## config.mk

```make
export PLATFORM = sky130hd
export DESIGN_NAME = prog_counter
export DESIGN_NICKNAME = d
export VERILOG_FILES = /design/src/rtl/prog_counter_pkg.sv /design/src/rtl/pc_op_sel.sv /design/src/rtl/pc_page_merge.sv /design/src/rtl/pc_step.sv /design/src/rtl/prog_counter.sv
export SDC_FILE = /design/constraint.sdc
export NUM_CORES = 1
export LEC_CHECK = 0
export ABC_CLOCK_PERIOD_IN_PS = 1980
export BUFFER_PORTS_ARGS = -buffer_cell sky130_fd_sc_hd__buf_2
export CAP_MARGIN = 30
export CELL_PAD_IN_SITES_DETAIL_PLACEMENT = 0
export CELL_PAD_IN_SITES_GLOBAL_PLACEMENT = 1
export CORE_UTILIZATION = 29
export DETAILED_ROUTE_END_ITERATION = 10
export PLACE_DENSITY = 0.78
export SLEW_MARGIN = 15
export SYNTH_ARGS = -nofsm -noshare
export SYNTH_HDL_FRONTEND = slang
export SYNTH_SLANG_ARGS = --single-unit
```

## constraint.sdc

```tcl
create_clock -name clk -period 1.98 [get_ports clk]
set_input_delay 0.099 -clock clk [delete_from_list [all_inputs] [get_ports clk]]
set_output_delay 0.099 -clock clk [all_outputs]
set_load 0.03 [all_outputs]
```

## src/rtl/prog_counter_pkg.sv

```systemverilog
package prog_counter_pkg;
    typedef enum logic [1:0] {
        PC_OP_HOLD  = 2'd0,
        PC_OP_STEP  = 2'd1,
        PC_OP_LOAD  = 2'd2,
        PC_OP_CLEAR = 2'd3
    } pc_op_e;
endpackage

```

## src/rtl/pc_op_sel.sv

```systemverilog
module pc_op_sel
    import prog_counter_pkg::*;
(
    input  logic   clear,
    input  logic   load,
    input  logic   step,
    output pc_op_e op
);
    always_comb begin
        if (clear)      op = PC_OP_CLEAR;
        else if (load)  op = PC_OP_LOAD;
        else if (step)  op = PC_OP_STEP;
        else            op = PC_OP_HOLD;
    end
endmodule

```

## src/rtl/pc_page_merge.sv

```systemverilog
module pc_page_merge #(
    parameter int PC_W    = 13,
    parameter int TGT_W   = 11,
    parameter int HI_W    = 8,
    parameter int PAGE_LO = 3
) (
    input  logic [TGT_W-1:0] tgt,
    input  logic [HI_W-1:0]  hi,
    output logic [PC_W-1:0]  dest
);
    localparam int PAGE_W = PC_W - TGT_W;

    generate
        if (PAGE_W > 0) begin : g_paged
            assign dest = {hi[PAGE_LO +: PAGE_W], tgt};
        end else begin : g_flat
            assign dest = tgt[PC_W-1:0];
        end
    endgenerate
endmodule

```

## src/rtl/pc_step.sv

```systemverilog
module pc_step #(
    parameter int PC_W = 13,
    parameter int CEIL = 'h3FF
) (
    input  logic [PC_W-1:0] cur,
    output logic [PC_W-1:0] nxt
);
    localparam logic [PC_W-1:0] CEIL_V = PC_W'(CEIL);

    always_comb begin
        if (cur == CEIL_V) nxt = cur;
        else               nxt = cur + PC_W'(1);
    end
endmodule

```

## src/rtl/prog_counter.sv

```systemverilog
module prog_counter
    import prog_counter_pkg::*;
#(
    parameter int PC_W    = 13,
    parameter int TGT_W   = 11,
    parameter int HI_W    = 8,
    parameter int PAGE_LO = 3,
    parameter int LOW_W   = 8,
    parameter int CEIL    = 'h3FF
) (
    input  logic             clk,
    input  logic             srst,
    input  logic             inc_en,
    input  logic             load_en,
    input  logic [TGT_W-1:0] load_tgt,
    input  logic [HI_W-1:0]  latch_hi,
    output logic [PC_W-1:0]  count_o,
    output logic [LOW_W-1:0] low_o
);
    typedef struct packed {
        logic [PC_W-1:0]  cnt;
        logic [LOW_W-1:0] low;
    } pc_state_t;

    pc_state_t        state_d, state_q;
    pc_op_e           op;
    logic [PC_W-1:0]  jump_dest;
    logic [PC_W-1:0]  step_val;
    logic [PC_W-1:0]  cnt_next;

    pc_op_sel u_sel (
        .clear (srst),
        .load  (load_en),
        .step  (inc_en),
        .op    (op)
    );

    pc_page_merge #(
        .PC_W    (PC_W),
        .TGT_W   (TGT_W),
        .HI_W    (HI_W),
        .PAGE_LO (PAGE_LO)
    ) u_merge (
        .tgt  (load_tgt),
        .hi   (latch_hi),
        .dest (jump_dest)
    );

    pc_step #(
        .PC_W (PC_W),
        .CEIL (CEIL)
    ) u_step (
        .cur (state_q.cnt),
        .nxt (step_val)
    );

    always_comb begin
        unique case (op)
            PC_OP_CLEAR: cnt_next = '0;
            PC_OP_LOAD:  cnt_next = jump_dest;
            PC_OP_STEP:  cnt_next = step_val;
            default:     cnt_next = state_q.cnt;
        endcase
        state_d.cnt = cnt_next;
        state_d.low = cnt_next[LOW_W-1:0];
    end

    always_ff @(posedge clk) begin
        state_q <= state_d;
    end

    assign count_o = state_q.cnt;
    assign low_o   = state_q.low;
endmodule

```

# Word-level counts from Yosys, hierarchy flattened
# Index checks and enable logic that the tools add are counted.
word_totals:
  regBits: 13
  latch_bits: 0
  mem_bits_rw: 0
  rom_bits: 0
  in_bits: 23
  elab_cells: 15
  mem_count: 0
classes:
  add_sub_neg: 1
  n_mul: 0
  div_mod_pow: 0
  order_cmp: 0
  eq_ne: 5
  n_shift: 0
  n_mux: 5
  bitwise_logic: 0
  n_reduce_logical: 2
ops:
  columns: ["op", "n"]
  rows:
  - ["13-bit case mux with 3 select lines", 1]
  - ["13-bit by 1-bit adder with 13-bit output, second input constant", 1]
  - ["13-bit by 10-bit equality test with 1-bit output, second input constant", 1]
  - ["13-bit 2-to-1 mux", 1]
  - ["2-bit equality test, second input constant", 2]
  - ["2-bit 2-to-1 mux", 2]
  - ["3-bit nonzero test", 1]
  - ["2-bit by 1-bit equality test with 1-bit output, second input constant", 1]
  - ["2-bit inequality test, second input constant", 1]
  - ["2-bit AND reduction", 1]
  - ["1-bit 2-to-1 mux", 1]

# Longest topological paths before layout
depth:
  ltp_word: 6
  ltp_mapped: 7

# Modules after synthesis
# Synthesis repeated with hierarchy kept, for this count alone.
unflattened:
  hier_cells: 119
  hier_area_um2: 1143.6
by_module_without_submodules:
  columns: ["module", "instances", "cells_each", "area_per_inst_um2", "seq_area_each_um2"]
  rows:
  - ["prog_counter", 1, 56, 704.4, 390.4]
  - ["pc_step", 1, 47, 324.1, 0.0]
  - ["pc_page_merge", 1, 13, 97.6, 0.0]
  - ["pc_op_sel", 1, 3, 17.5, 0.0]

# Worst setup path before layout
# No wires, ideal clock.
synth_path:
  path_kind: "flip-flop to flip-flop"
  start: "register state_q, in the netlist count_o[0]"
  end: "register state_q, in the netlist count_o[0] (enable)"
  setup_time_ps: 391
  t_arrival_ps: 1854
  t_required_ps: 1589
  setup_slack_ps: -265
  stages_incl_launch_ff: 4
  n_path_buf: 0
  cell_sequence: "edfxtp_1 > ha_1 > and2_1 > a31oi_1"
synth_between:
  elab_chain_cells: 3
synth_rtl:
  columns: ["item", "line_no", "rtl"]
  rows:
  - ["start: declaration", "prog_counter.sv:25", "pc_state_t state_d, state_q;"]
  - ["start signal: assignment", "prog_counter.sv:69", "state_q <= state_d;"]
  - ["13-bit by 10-bit equality test with 1-bit output", "pc_step.sv:11", "if (cur == CEIL_V) nxt = cur;"]
  - ["2-bit inequality test (no source line)", null, null]
  - ["2-bit AND reduction (no source line)", null, null]
# No other way between the ends.
# A chain may end at the register's enable or synchronous reset.

# Worst setup path after layout
layout_path:
  start: "register state_q, in the netlist count_o[10]"
  end: "register state_q, in the netlist count_o[5] (enable)"
# The elaborated chain is that of the path after synthesis.

==> metrics.csv <==
stage,metric,value,unit
run_status,outcome,finished clean,
timing,max_freq,601,MHz
route,total_length_of_routed_met2_wires,1010,µm
grt,grt_antenna_before_repair,0,
clocking,depth_of_the_cts_h_tree,1,
yosys,synth-seq-area-share,0.428,
clocking,cts-resized-gates,0,
yosys,ys_warn_count,0,
clocking,cts-hold-fix-buffers,0,
timing,worst_pin_slew,0.742,ns
clocking,cts_root_buf,sky130_fd_sc_hd__clkbuf_4,
yosys,synthArstFlopShare,0,
floorplanning,floorplan.core_area,0.00288,mm²
place,placedInstanceArea,0.00116,mm²
floorplanning,initial_utilization,0.317,
floorplanning,num_io_pins,44,
yosys,synth_ff_type,sky130_fd_sc_hd__edfxtp_1,
yosys,syn-cell-area,912,µm²
clocking,ctsLongestPathBuffers,2,
worst_hold_path,min_path_type,in -> reg,
timing,final.min_clock_period,1.66,ns
power_and_ir_drop,leakagePower,0.519,nW
grt,grt_start_max_net_pins,14,
timing,drv_slew,0,
yosys,synth_area_leader_cell,sky130_fd_sc_hd__edfxtp_1,
layout,syn2layout_area_growth,30.6,%
worst_setup_path,crit_chain,nor4b_1 > a31oi_4,
worst_hold_path,timing.hold.worst.start,latch_hi[4],
place,dpl.hpwl,1600,µm
worst_setup_path,max_stage_delay,0.57,ns
yosys,ys_types,27,
yosys,post-synth-top-count-cell,sky130_fd_sc_hd__nand2_1,
route,drt-initial-drc-count,12,
floorplanning,die_w,58.1,µm
worst_setup_path,worst_ep_required_time,1.94,ns
floorplanning,placementRows,19,
place,place_congestion,0.694,
clocking,post-cts-setup-buffer-count,0,
yosys,netlist.area_leader.share,0.428,
layout,share_of_final_layout_standard_cells_stronger_than_drive_strength_1,0.429,
worst_setup_path,worstSetupEndpointType,flip-flop,
yosys,syn_nets,119,
worst_setup_path,regToRegStartpoint,count_o[10],
floorplanning,floorplan.die.height,58.1,µm
worst_setup_path,critPathArrivalTime,1.63,ns
worst_setup_path,cp.buffers_inverters,0,
route,met1_length,989,µm
worst_hold_path,timing.hold.worst_endpoint,count_o[12],
place,placement.io_buffers,37,
power_and_ir_drop,total_power,0.000748,W
layout,final_design_area_no_fill,0.00119,mm²
timing,setup_viol,0,
flow_run,drv.max_cap_violation_count,0,
clocking,worst_setup_hold_path_clk_slew,0.08,ns
layout,max_ffs_per_register,13,
route,drc,0,
timing,setup_repair_after_global_routing_missed_its_margin,false,
place,dp.cells,171,
worst_setup_path,setup.worst_path.class,reg -> reg,
floorplanning,die_area,0.00337,mm²
worst_setup_path,reg2reg_depth,2,
worst_setup_path,ff2ff_setup_slack,0.32,ns
grt,grt_pass1_vias,717,
worst_setup_path,path_delay_family,simple AND/OR/NAND/NOR gates,
yosys,netlist_top_cells_count,"14 x sky130_fd_sc_hd__nand2_1, 13 x sky130_fd_sc_hd__edfxtp_1, 8 x sky130_fd_sc_hd__buf_4",
route,vias,798,
route,vias_per_cell,4.56,
clocking,worst_skew_late_latency,0.28,ns
timing,max_slew_margin,0.504,
layout,final_nets,160,
timing,whs,0.0832,ns
worst_setup_path,critical_path.startpoint_type,flip-flop,
route,final_antenna_net_count,0,
layout,post_layout_nonfiller_instances,175,
power_and_ir_drop,peakVddDrop,0.000272,V
timing,fin_crit_sh,0.840,
layout,n_antenna_cell,0,
timing,hold_viol_final,0,
yosys,syn-instance-count,93,
layout,seq_area,390,µm²
yosys,ys_seq_elements,13,
timing,skew,0.00504,ns
yosys,syn_avg_cell_area,9.81,µm²
route,finalWirelength,2120,µm
worst_setup_path,crit-reg2reg-capture,count_o[5],
clocking,cts_num_sinks,13,
grt,globalRouteOverflowTotal,0,
worst_setup_path,critPathSlowestCell,sky130_fd_sc_hd__nor4b_1,
timing,setup_tns,0,ns
route,top_layer,met4,
power_and_ir_drop,p_per_area,628,mW/mm²
worst_setup_path,crit_fanout,13,
yosys,yosys-top-cells-area,"sky130_fd_sc_hd__edfxtp_1 43%, sky130_fd_sc_hd__xnor2_1 6.7%, sky130_fd_sc_hd__buf_4 6.6%",
route,routed_wire_length_per_instance,12.1,µm
yosys,synth-edff-count,13,
route,wl_met3,115,µm
clocking,cts_tree,built,
layout,multi_input_comb_area,454,µm²
clocking,cts_made_buffers,3,
worst_hold_path,hold_depth,3,
route,dr_pass1_iterations,4,
grt,grt_pass1_wl,3280,µm
grt,groute.usage.overall,0.132,
layout,fill_cells,310,
cell families after synthesis:
kind of cell	synth area share
AND/OR/NAND/NOR	0.237
XOR/XNOR	0.106
adder cells (fa/ha/maj)	0.0412
buffers and inverters	0.0905
flip-flops	0.428
AO/OA/AOI/OAI	0.0974
final cells by class:
class | instances | share of cell area
Multi-Input combinational cell | 66 | 0.381
Sequential cell | 13 | 0.328
Timing Repair Buffer | 46 | 0.212
Tap cell | 42 | 0.0441
Clock buffer | 4 | 0.0221
Inverter | 4 | 0.0126
stage by stage:
stage | utilization | setup WS, ns
floorplan | - | 0.0324
global placement | 0.402 | 0.0614
detailed placement | 0.402 | 0.0199
CTS | 0.411 | 0.0750
global route | 0.414 | 0.219
finish | 0.414 | 0.317
routing by layer:
layer  GRT usage  vias up
li1            -      397
met1       0.175      368
met2       0.209       31
met3      0.0469        2
met4      0.0306        0
met5           0        -
layout by cell type, fill, tap and decap left out, types with 3 or more instances in the layout:
cell type                   n
sky130_fd_sc_hd__buf_2     37
sky130_fd_sc_hd__edfxtp_1  13
sky130_fd_sc_hd__nand2_1   14
sky130_fd_sc_hd__inv_1      4
sky130_fd_sc_hd__nor2_1     7
sky130_fd_sc_hd__o21ai_0    7
sky130_fd_sc_hd__ha_1       3
sky130_fd_sc_hd__xor2_1     4
sky130_fd_sc_hd__xnor2_1    7
sky130_fd_sc_hd__buf_4      9
sky130_fd_sc_hd__clkbuf_4   3
where the power goes:
| part | switching (W) | internal, W |
|---|---|---|
| sequential | 0.0000253 | 0.000331 |
| combinational | 0.000145 | 0.0000779 |
| clock | 0.0000905 | 0.0000782 |
| total | 0.000261 | 0.000487 |
worst max path at each step:
stage,endpoint,cells after the start,startpoint
6_report,count_o[5],2,count_o[10]
5_1_grt,count_o[3],6,srst
4_1_cts,count_o[10],3,count_o[0]
3_5_place_dp,count_o[5],6,inc_en
3_3_place_gp,count_o[9],6,inc_en
2_1_floorplan,count_o[0],3,count_o[0]
worst register-to-register path: cells and delay by family, from the launching register on:
kind / cells / cell delay [ns]
flip-flops: 1 / 0.47
AO/OA/AOI/OAI: 1 / 0.30
AND/OR/NAND/NOR: 1 / 0.57
Power figures use the tool's default switching activity.
